===== src/rtl/bcs_pkg.sv =====
package bcs_pkg;

  // Lit length in ticks for a battery code, clamped to keep a minimum blank tail.
  function automatic int dwell_ticks(input int code, input int code_max,
                                     input int full_ticks, input int step_ticks,
                                     input int slot_ticks, input int min_blank);
    int raw;
    int lim;
    raw = full_ticks + (code_max - code) * step_ticks;
    lim = slot_ticks - min_blank;
    if (raw > lim) raw = lim;
    if (raw < 0) raw = 0;
    return raw;
  endfunction

  // Next column index in the rotation.
  function automatic int next_col(input int idx, input int num_cols);
    return (idx >= num_cols - 1) ? 0 : idx + 1;
  endfunction

endpackage


===== src/rtl/bcs_slot_timer.sv =====
module bcs_slot_timer #(
  parameter int SLOT_TICKS = 166,
  localparam int CNT_W = $clog2(SLOT_TICKS)
) (
  input  logic             clk,
  input  logic             rst,
  input  logic             tick,
  output logic [CNT_W-1:0] cnt,
  output logic             armed,
  output logic             slot_start,
  output logic             wrap
);

  localparam logic [CNT_W-1:0] LAST = CNT_W'(SLOT_TICKS - 1);

  logic at_last;

  assign at_last    = (cnt == LAST);
  assign wrap       = tick && armed && at_last;
  assign slot_start = tick && (!armed || at_last);

  always_ff @(posedge clk) begin
    if (rst) begin
      cnt   <= '0;
      armed <= 1'b0;
    end else if (tick) begin
      if (!armed) begin
        armed <= 1'b1;
        cnt   <= '0;
      end else if (at_last) begin
        cnt <= '0;
      end else begin
        cnt <= cnt + 1'b1;
      end
    end
  end

endmodule


===== src/rtl/bcs_col_ring.sv =====
module bcs_col_ring #(
  parameter int NUM_COLS = 6,
  localparam int SEL_W = (NUM_COLS > 1) ? $clog2(NUM_COLS) : 1
) (
  input  logic                clk,
  input  logic                rst,
  input  logic                advance,
  output logic [SEL_W-1:0]    load_idx,
  output logic [NUM_COLS-1:0] col_oh
);

  logic [SEL_W-1:0] idx;
  logic [SEL_W-1:0] idx_nxt;

  assign idx_nxt  = SEL_W'(bcs_pkg::next_col(int'(idx), NUM_COLS));
  assign load_idx = advance ? idx_nxt : idx;

  always_ff @(posedge clk) begin
    if (rst) idx <= '0;
    else if (advance) idx <= idx_nxt;
  end

  for (genvar k = 0; k < NUM_COLS; k++) begin : g_dec
    assign col_oh[k] = (idx == SEL_W'(k));
  end

endmodule


===== src/rtl/bcs_dwell_sel.sv =====
module bcs_dwell_sel #(
  parameter int NUM_COLS   = 6,
  parameter int ROWS       = 8,
  parameter int LVL_W      = 3,
  parameter int SLOT_TICKS = 166,
  parameter int ON_FULL    = 100,
  parameter int ON_STEP    = 9,
  parameter int MIN_BLANK  = 3,
  localparam int CNT_W = $clog2(SLOT_TICKS),
  localparam int SEL_W = (NUM_COLS > 1) ? $clog2(NUM_COLS) : 1,
  localparam int CODE_MAX = (1 << LVL_W) - 1
) (
  input  logic                     clk,
  input  logic                     rst,
  input  logic                     load,
  input  logic [LVL_W-1:0]         level,
  input  logic [NUM_COLS*ROWS-1:0] row_data,
  input  logic [SEL_W-1:0]         load_idx,
  output logic [CNT_W-1:0]         on_len,
  output logic [ROWS-1:0]          row_lat
);

  logic [CNT_W-1:0] on_nxt;
  logic [ROWS-1:0]  row_sel;

  assign on_nxt = CNT_W'(bcs_pkg::dwell_ticks(int'(level), CODE_MAX, ON_FULL,
                                              ON_STEP, SLOT_TICKS, MIN_BLANK));

  always_comb begin
    row_sel = '0;
    for (int k = 0; k < NUM_COLS; k++) begin
      if (load_idx == SEL_W'(k)) row_sel = row_data[k*ROWS +: ROWS];
    end
  end

  always_ff @(posedge clk) begin
    if (rst) begin
      on_len  <= '0;
      row_lat <= '0;
    end else if (load) begin
      on_len  <= on_nxt;
      row_lat <= row_sel;
    end
  end

endmodule


===== src/rtl/batt_comp_col_scan.sv =====
module batt_comp_col_scan #(
  parameter int NUM_COLS   = 6,
  parameter int ROWS       = 8,
  parameter int LVL_W      = 3,
  parameter int SLOT_TICKS = 166,
  parameter int ON_FULL    = 100,
  parameter int ON_STEP    = 9,
  parameter int MIN_BLANK  = 3
) (
  input  logic                     clk,
  input  logic                     rst,
  input  logic                     tick,
  input  logic [NUM_COLS*ROWS-1:0] row_data,
  input  logic [LVL_W-1:0]         batt_level,
  output logic [NUM_COLS-1:0]      col_en,
  output logic [ROWS-1:0]          row_out
);

  localparam int CNT_W = $clog2(SLOT_TICKS);
  localparam int SEL_W = (NUM_COLS > 1) ? $clog2(NUM_COLS) : 1;

  logic [CNT_W-1:0]    cnt;
  logic                armed;
  logic                slot_start;
  logic                wrap;
  logic [SEL_W-1:0]    load_idx;
  logic [NUM_COLS-1:0] col_oh;
  logic [CNT_W-1:0]    on_len;
  logic [ROWS-1:0]     row_lat;
  logic                lit;

  bcs_slot_timer #(.SLOT_TICKS(SLOT_TICKS)) u_timer (
    .clk(clk), .rst(rst), .tick(tick),
    .cnt(cnt), .armed(armed), .slot_start(slot_start), .wrap(wrap)
  );

  bcs_col_ring #(.NUM_COLS(NUM_COLS)) u_ring (
    .clk(clk), .rst(rst), .advance(wrap),
    .load_idx(load_idx), .col_oh(col_oh)
  );

  bcs_dwell_sel #(
    .NUM_COLS(NUM_COLS), .ROWS(ROWS), .LVL_W(LVL_W), .SLOT_TICKS(SLOT_TICKS),
    .ON_FULL(ON_FULL), .ON_STEP(ON_STEP), .MIN_BLANK(MIN_BLANK)
  ) u_dwell (
    .clk(clk), .rst(rst), .load(slot_start), .level(batt_level),
    .row_data(row_data), .load_idx(load_idx),
    .on_len(on_len), .row_lat(row_lat)
  );

  assign lit     = armed && (cnt < on_len);
  assign col_en  = lit ? col_oh : '0;
  assign row_out = lit ? row_lat : '0;

endmodule


===== config.mk =====
export PLATFORM = sky130hd
export DESIGN_NAME = batt_comp_col_scan
export DESIGN_NICKNAME = d
export VERILOG_FILES = /design/src/rtl/bcs_pkg.sv /design/src/rtl/bcs_slot_timer.sv /design/src/rtl/bcs_col_ring.sv /design/src/rtl/bcs_dwell_sel.sv /design/src/rtl/batt_comp_col_scan.sv
export SDC_FILE = /design/constraint.sdc
export NUM_CORES = 1
export LEC_CHECK = 0
export BUFFER_PORTS_ARGS = -buffer_cell sky130_fd_sc_hd__buf_2
export CAP_MARGIN = 20
export CORE_ASPECT_RATIO = 0.5
export CORE_MARGIN = 2
export CORE_UTILIZATION = 51
export DETAILED_ROUTE_END_ITERATION = 16
export GPL_TIMING_DRIVEN = 0
export PLACE_DENSITY = 0.8
export SYNTH_ARGS = -nofsm -noshare
export SYNTH_HDL_FRONTEND = slang
export SYNTH_SLANG_ARGS = --single-unit

===== constraint.sdc =====
create_clock -name clk -period 3.1 [get_ports clk]
set_input_delay 0.155 -clock clk [delete_from_list [all_inputs] [get_ports clk]]
set_output_delay 0.155 -clock clk [all_outputs]
set_load 0.005 [all_outputs]

# Word-level counts from Yosys, hierarchy flattened
# Cells that the tools add are included.
# W data, S select, Z words.
[op_classes]
order_cmp = 4
reduce_logical = 8
mul = 1
n_addsub = 4
eq_ne = 11
n_mux = 14
[op_table]
columns = ["operator", "count"]
rows = [
  ["$mux W8", 10],
  ["$add A8 B32 Y32 const A", 1],
  ["$gt A32 B9 Y1 const B", 1],
  ["$lt A32 B1 Y1 const B", 1],
  ["$mul A32 B5 Y32 const B", 1],
  ["$mux W32", 1],
  ["$eq A3 B2 Y1 const B", 4],
  ["$eq A3 B3 Y1 const B", 4],
  ["$add A8 B1 Y8 const B", 1],
  ["$eq A8 B8 Y1 const B", 1],
  ["$lt A8 B8 Y1", 1],
  ["$eq A3 B1 Y1 const B", 2],
  ["$logic_not A3 Y1", 2],
  ["$mux W3", 2],
  ["$mux W6", 1],
  ["$logic_and A1 B1 Y1", 4],
  ["$sub A3 B3 Y4 const A", 1],
  ["$add A3 B1 Y3 const B", 1],
  ["$ge A3 B3 Y1 const B", 1],
  ["$logic_not A1 Y1", 1],
  ["$logic_or A1 B1 Y1", 1],
]
[totals]
output_inout_bits = 14
wordCells = 47
in_bits = 54
register_bits = 28

# Depth between registers and ports, before layout
# Gate-level depths: netlist of run 1.
[logic_depth]
depth_word = 10
ltp_mapped = 10
mapped_depth_nobuf = 10

# Hierarchy
# A second synthesis of run 1 with hierarchy kept.
[unflattened]
hier_cells = 276
area_unflattened_um2 = 2366.0
[by_module_without_submodules]
columns = ["module", "seq_area_each_um2", "cells_each", "area_each_um2", "n_inst"]
rows = [
  ["bcs_dwell_sel", 320.3, 131, 1153.6, 1],
  ["bcs_slot_timer", 180.2, 59, 498.0, 1],
  ["batt_comp_col_scan", 0.0, 59, 444.2, 1],
  ["bcs_col_ring", 60.1, 27, 270.3, 1],
]

# Least setup slack after synthesis of run 1
# No wires, ideal clock.
[synth_path]
path_type = "reg-to-reg"
start = "register u_ring.idx[1]"
end = "register u_dwell.row_lat[0]"
arrival_time_ps = 2203
synth_period_minus_slack_ps = 2272
setup_time_ps = 69
path_stages_with_launch = 9
slack_ps = 828
path_buffers = 1
t_required_ps = 3031
cell_sequence = "dfxtp_1 -> buf_2 -> inv_1 -> ha_1 -> o31ai_1 -> mux2_2 -> o21ai_0 -> o211a_1 -> o21ai_1"
[synth_via]
elab_chain_len = 10
word_cells_on_any_way = 16
classes_between = "1 x add/sub; 1 x order compare; 5 x eq/ne; 8 x mux; 1 x reduce/logical"
[synth_lines]
columns = ["element", "line_no", "source"]
rows = [
  ["start: declaration", "bcs_col_ring.sv:12", "logic [SEL_W-1:0] idx;"],
  ["start signal: assignment", "bcs_col_ring.sv:20", "else if (advance) idx <= idx_nxt;"],
  ["$add A3 B1 Y3 or $ge A3 B3 Y1 (tied branches)", "bcs_pkg.sv:18", "return (idx >= num_cols - 1) ? 0 : idx + 1;"],
  ["$mux W3", "bcs_pkg.sv:18", ""],
  ["$mux W3 (*)", "bcs_col_ring.sv:16", "assign load_idx = advance ? idx_nxt : idx;"],
  ["$logic_not A3 Y1", "bcs_dwell_sel.sv:32", "if (load_idx == SEL_W'(k)) row_sel = row_data[k*ROWS +: ROWS];"],
  ["$mux W8 (5 in a row)", "bcs_dwell_sel.sv:32", ""],
  ["$mux W8 (*)", "bcs_dwell_sel.sv:32", ""],
  ["end signal: assignment", "bcs_dwell_sel.sv:42", "row_lat <= row_sel;"],
  ["end: declaration", "bcs_dwell_sel.sv:20", "output logic [ROWS-1:0] row_lat"],
]
# Every way passes the cells marked *; elsewhere a longest branch is shown, timed or not.
# A chain may end at the register's enable or synchronous reset.

# Worst setup path in the final report of run 1
# Same ends and word-level chain as after synthesis.

==> flow_summary.ini, run 1 <==
[status]
outcome = finished, final reports clean

[global_routing]
grt_max_degree = 17
grt_pass1_wl_um = 8360
antenna_found_initial = 0
grt_pass1_vias = 1954
overflow = 0
grtUsageTotal = 0.219

[setup_path]
worstReg2RegEnd = u_dwell.row_lat[0]
rr_startpoint = u_ring.idx[1]
critPathTopFamily = compound AO/OA/AOI/OAI gates
cp_slowest_cell = mux2i_2
cp_num_buf_inv = 2
crit_cells = 9
required_ns = 3.32
crit_start = u_ring.idx[1]
rr_worst_depth = 9
cp-start-kind = flop
arrival_ns = 2.98
reg2reg_slack_ns = 0.34
crit_fanout = 10
crit_path_end = u_dwell.row_lat[0]
max_stage_delay_ns = 0.47
path_class = reg2reg
crit_chain = buf_2 -> inv_1 -> ha_1 -> o31ai_4 -> nand2_4 -> mux2i_2 -> o22ai_1 -> o211a_1 -> o21ai_1
crit_path_end_kind = flop

[yosys]
ys_seq_elements = 28
yosys_warnings = 0
synthCells = 250
yosys.area.top_type_share = 0.264
syn_area_mm2 = 0.00212
yosys.area.top_type = dfxtp_1
seq_area_frac_synth = 0.264
yosys-top-cells-area = dfxtp_1 26%, ha_1 11%, mux2_2 5.3%, o21ai_0 4.5%, mux2i_1 4.2%
synth_cell_type_count = 46
avgSynthCellArea_um2 = 8.49
synth_fp_nets = 322

[clock_tree]
cts_setup_buffers = 0
cts_repair_resize_count = 0
cts_max_level = 1
clockRootBuffer = clkbuf_8
cts_tree = yes
cts_hold_buffers = 0
cts-buffers-inserted = 3
clkLatencyLatePin_ns = 0.28
clock_path_buffers = 2
clk_pin_slew_worst_paths_ns = 0.10
cts_num_sinks = 28

[placement]
gp_congestion = 0.921
post_dp_cell_area_mm2 = 0.00252
portBuffers = 66
hpwl_um = 4140

[flow_run]
drv_cap = 0

[routing]
drc = 0
drt-initial-drc-count = 73
num_vias = 2097
vias_per_cell = 5.61
dr.pass1.iters = 4
ant_nets = 0
wl_per_cell_um = 14.2
wirelength_um = 5320

[floorplan]
start_util = 0.538
die_y_um = 49.6
die_x_um = 95.2
dieArea_mm2 = 0.00472
ios = 68
rows = 16
core_region_area_mm2 = 0.00394

[finish]
design_area_mm2 = 0.00259
final_cell_mix = 69 x buf_2, 28 x dfxtp_1, 23 x nand2_1, 19 x inv_1, 19 x o21ai_0
fillCellCount = 324
nNetsFinal = 393
final_common_cell = buf_2
n_antenna_cell = 0
seq_area_um2 = 561
drive_gt1_frac = 0.288
area_growth_pct = 22.1
multiInputGateArea_mm2 = 0.00145

[power_and_ir_drop]
leakage_nw = 1.20
power_uw = 812
max-vdd-ir-drop_mv = 0.210
pwr_density_cell_mw_per_mm2 = 313

[min_path]
hold_class = in2reg

[timing]
rsz0062_at_grt = no
slew_headroom = 0.511
setup_viol = 0
finClkSkew_ns = 0.00688
fin_crit_sh = 0.892
post-route-min-period_ns = 2.76
maxSlewViolCount = 0
fin_setup_tns_ns = 0
hold-worst-slack_ns = 0.135
timing.fmax_mhz = 362
hold_violations = 0
worst_pin_slew_ns = 0.727
routing by layer:
| metal | global-route usage | wire length (µm) | share of wire | vias to the layer above |
|---|---|---|---|---|
| met3 | 0.0275 | 312 | 0.059 | 2 |
| met5 | 0 | 0 | 0 | - |
| li1 | - | - | - | 1042 |
| met1 | 0.271 | 2400 | 0.45 | 992 |
| met4 | 0.0266 | 25 | 0.0047 | 0 |
| met2 | 0.417 | 2580 | 0.48 | 61 |
stage by stage:
stage,util,setup WS [ns],instances
2_1_floorplan,-,0.828,250
3_3_place_gp,0.639,0.429,370
3_5_place_dp,0.639,0.379,370
4_1_cts,0.657,0.348,374
5_1_grt,0.657,0.0843,374
6_report,0.657,0.336,374
cell type report:
class                   count  area share
inverters                  19      0.0275
well taps                  54      0.0261
multi-input cells         196       0.561
plain buffers               7      0.0145
clock inverters             1      0.0116
clock buffers               3      0.0159
repair buffers             66       0.127
flip-flops and latches     28       0.216
worst reg2reg max path, cell delays in order, from the launching register on:
cell     delay, ns
dfxtp_1       0.46
buf_2         0.32
inv_1         0.16
ha_1          0.28
o31ai_4       0.31
nand2_4       0.15
mux2i_2       0.47
o22ai_1       0.18
o211a_1       0.26
o21ai_1       0.12
power by group:
group	total [mW]	leakage [nW]	internal (mW)	switching, mW
Combinational	0.142	0.939	0.0710	0.0711
Clock	0.287	0.0357	0.173	0.114
Sequential	0.382	0.228	0.375	0.00762
worst min-delay path by stage:
stage / startpoint / end / slack (ns) / cells past startpoint
floorplan: batt_level[2] / u_dwell.on_len[2] / 0.26 / 2
global placement: batt_level[2] / u_dwell.on_len[2] / 0.42 / 3
detailed placement: batt_level[2] / u_dwell.on_len[2] / 0.42 / 3
CTS: batt_level[2] / u_dwell.on_len[2] / 0.14 / 3
global route: row_data[47] / u_dwell.row_lat[7] / 0.16 / 3
finish: batt_level[2] / u_dwell.on_len[2] / 0.14 / 3
state kept, by name, summed over array words and instances (netlist names):
register	cells
u_timer.cnt	8
u_timer.armed	1
u_dwell.on_len	8
u_dwell.row_lat	8
u_ring.idx	3
cell families after synthesis:
logic type | after synthesis | share of synthesized area
simple gates | 78 | 0.211
compound gates | 74 | 0.241
flops | 28 | 0.264
buf+inv | 26 | 0.0513
mux | 20 | 0.102
fa+ha+maj | 18 | 0.106
xor+xnor | 6 | 0.0248
cells in the mapped netlist, drive strengths merged:
cell type	number
mux2i	10
nor2b	3
o211a	9
o21ai	29
nand4b	1
a21oi	5
a22o	2
and3	7
a21o	3
or2	3
nand4	3
or4	1
o31ai	2
o22ai	9
nand4bb	1
nor4	1
a31oi	4
or3	1
ha	18
a2bb2oi	8
dfxtp	28
buf	5
nand2b	1
nand3b	2
inv	19
a211o	1
xor2	6
o21a	2
nor3	3
nor3b	2
nor2	13
mux2	10
nand2	24
clkbuf	2
and2	9
nand3	3
Note: power is estimated with default switching activity, not from simulation.
==> run 2, diff against run 1 <==
CTS_CLUSTER_DIAMETER = 80   (was unset)
REMOVE_ABC_BUFFERS = 1   (was unset)
==> run 2 against run 1 <==
Critical path depth is 2 lower; largest cell class unchanged; clock skew is 0.00054 ns lower; non-clock buffer count is 6 lower; sequential cell count stayed put; largest power group unchanged; global-route usage is 0.79 points higher; sequential power hardly changed; fmax is 3.4% lower.
==> flow_summary.ini, run 2 (same netlist as run 1, synthesis figures left out) <==
[power_and_ir_drop]
max-vdd-ir-drop_mv = 0.204
pwr_density_cell_mw_per_mm2 = 284
leakage_nw = 1.17

[clock_tree]
cts_repair_resize_count = 0
clockRootBuffer = clkbuf_8
clkLatencyLatePin_ns = 0.27
clk_pin_slew_worst_paths_ns = 0.09
cts_max_level = 1
cts_tree = yes
cts_setup_buffers = 0
cts-buffers-inserted = 3
cts_hold_buffers = 0
cts_num_sinks = 28
clock_path_buffers = 2

[timing]
fin_setup_tns_ns = 0
finClkSkew_ns = 0.00634
worst_pin_slew_ns = 0.974
hold_violations = 0
post-route-min-period_ns = 2.86
timing.fmax_mhz = 349
maxSlewViolCount = 0
rsz0062_at_grt = no
slew_headroom = 0.348
hold-worst-slack_ns = 0.150
fin_crit_sh = 0.923
setup_viol = 0

[placement]
dpl.cell_count = 364
hpwl_um = 4150
post_dp_cell_area_mm2 = 0.00249
gp_congestion = 0.905
portBuffers = 67

[finish]
n_antenna_cell = 0
fillCellCount = 355
final_common_cell = buf_2
utilization = 0.641
drive_gt1_frac = 0.284
design_area_mm2 = 0.00253
fin_cells = 367
area_growth_pct = 19.2
final_cell_mix = 67 x buf_2, 27 x dfxtp_1, 23 x nand2_1, 19 x inv_1, 19 x o21ai_0
nNetsFinal = 387
largest_registers = u_dwell.on_len (8), u_dwell.row_lat (8), u_timer.cnt (8)

[setup_path]
rr_startpoint = u_ring.idx[1]
rr_worst_depth = 6
path_class = reg2out
crit_start = u_timer.cnt[5]
crit_path_end_kind = output port
worstReg2RegEnd = u_dwell.row_lat[7]
required_ns = 2.94
arrival_ns = 2.71
cp-start-kind = flop
reg2reg_slack_ns = 0.52
crit_fanout = 14

[routing]
drc = 0
wirelength_um = 5240
drt-initial-drc-count = 120
dr.pass1.iters = 5
wl_per_cell_um = 14.3
vias_per_cell = 5.57
ant_nets = 0
num_vias = 2045

[min_path]
whs_endpoint = u_dwell.on_len[2]
worstHoldStart = batt_level[2]
hold_path_depth = 3
hold_class = in2reg

[global_routing]
grtUsageTotal = 0.227
grt_pass1_wl_um = 8540
grt_pass1_vias = 1955
antenna_found_initial = 0
overflow = 0
grt_max_degree = 15

[floorplan]
start_util = 0.538
rows = 16
die_y_um = 49.6
ios = 68
die_x_um = 95.2
dieArea_mm2 = 0.00472
core_region_area_mm2 = 0.00394

[flow_run]
drv_cap = 0

[status]
outcome = finished, final reports clean
## run 2: cell types whose count changed in the layout (fill, tap and decap cells not counted), sizes merged
cell,previous run,this run
bufinv,1,0
clkbuf,5,3
buf,71,67
## run 2: stage by stage
step	setup WS [ns]	power, mW
3_3_place_gp	0.306	0.522
4_1_cts	0.191	0.720
2_1_floorplan	0.746	0.464
5_1_grt	0.0181	0.755
3_5_place_dp	0.267	0.529
6_report	0.238	0.719
## run 2: final cells by class
type                            instances  area, µm²  area share
Multi-Input combinational cell        196       1450       0.574
Inverter                               19       71.3      0.0282
Tap cell                               54       67.6      0.0267
Sequential cell                        28        562       0.222
Timing Repair Buffer                   67        335       0.133
Clock buffer                            3       41.3      0.0163
## run 2: metal layers
layer | routed length, µm | GRT usage | vias up
li1 | - | - | 1032
met1 | 2420 | 0.295 | 951
met2 | 2530 | 0.390 | 60
met3 | 270 | 0.0459 | 2
met4 | 22 | 0.0507 | 0
met5 | 0 | 0 | -
## run 2: worst max-delay path by stage
stage | slack (ns) | end | depth (start not counted)
final | 0.24 | col_en[4] | 7
after global routing | 0.02 | col_en[4] | 7
after CTS | 0.19 | col_en[4] | 7
after detailed placement | 0.27 | u_dwell.row_lat[7] | 8
after global placement | 0.31 | u_dwell.row_lat[5] | 8
after floorplan | 0.75 | u_dwell.row_lat[0] | 7
## run 2: worst max-delay path, cell delays in order, from the launching register on
cell and delay (ns):
dfxtp_1 0.44, ha_1 0.27, o21a_1 0.18, o21a_1 0.19
a211o_1 0.26, a31oi_1 0.72, and3_1 0.26, buf_2 0.11
## run 2: report_power, final
| part | total [mW] | internal, mW | switching (mW) |
|---|---|---|---|
| registers | 0.382 | 0.375 | 0.00714 |
| clock network | 0.196 | 0.0872 | 0.109 |
| logic | 0.141 | 0.0694 | 0.0711 |
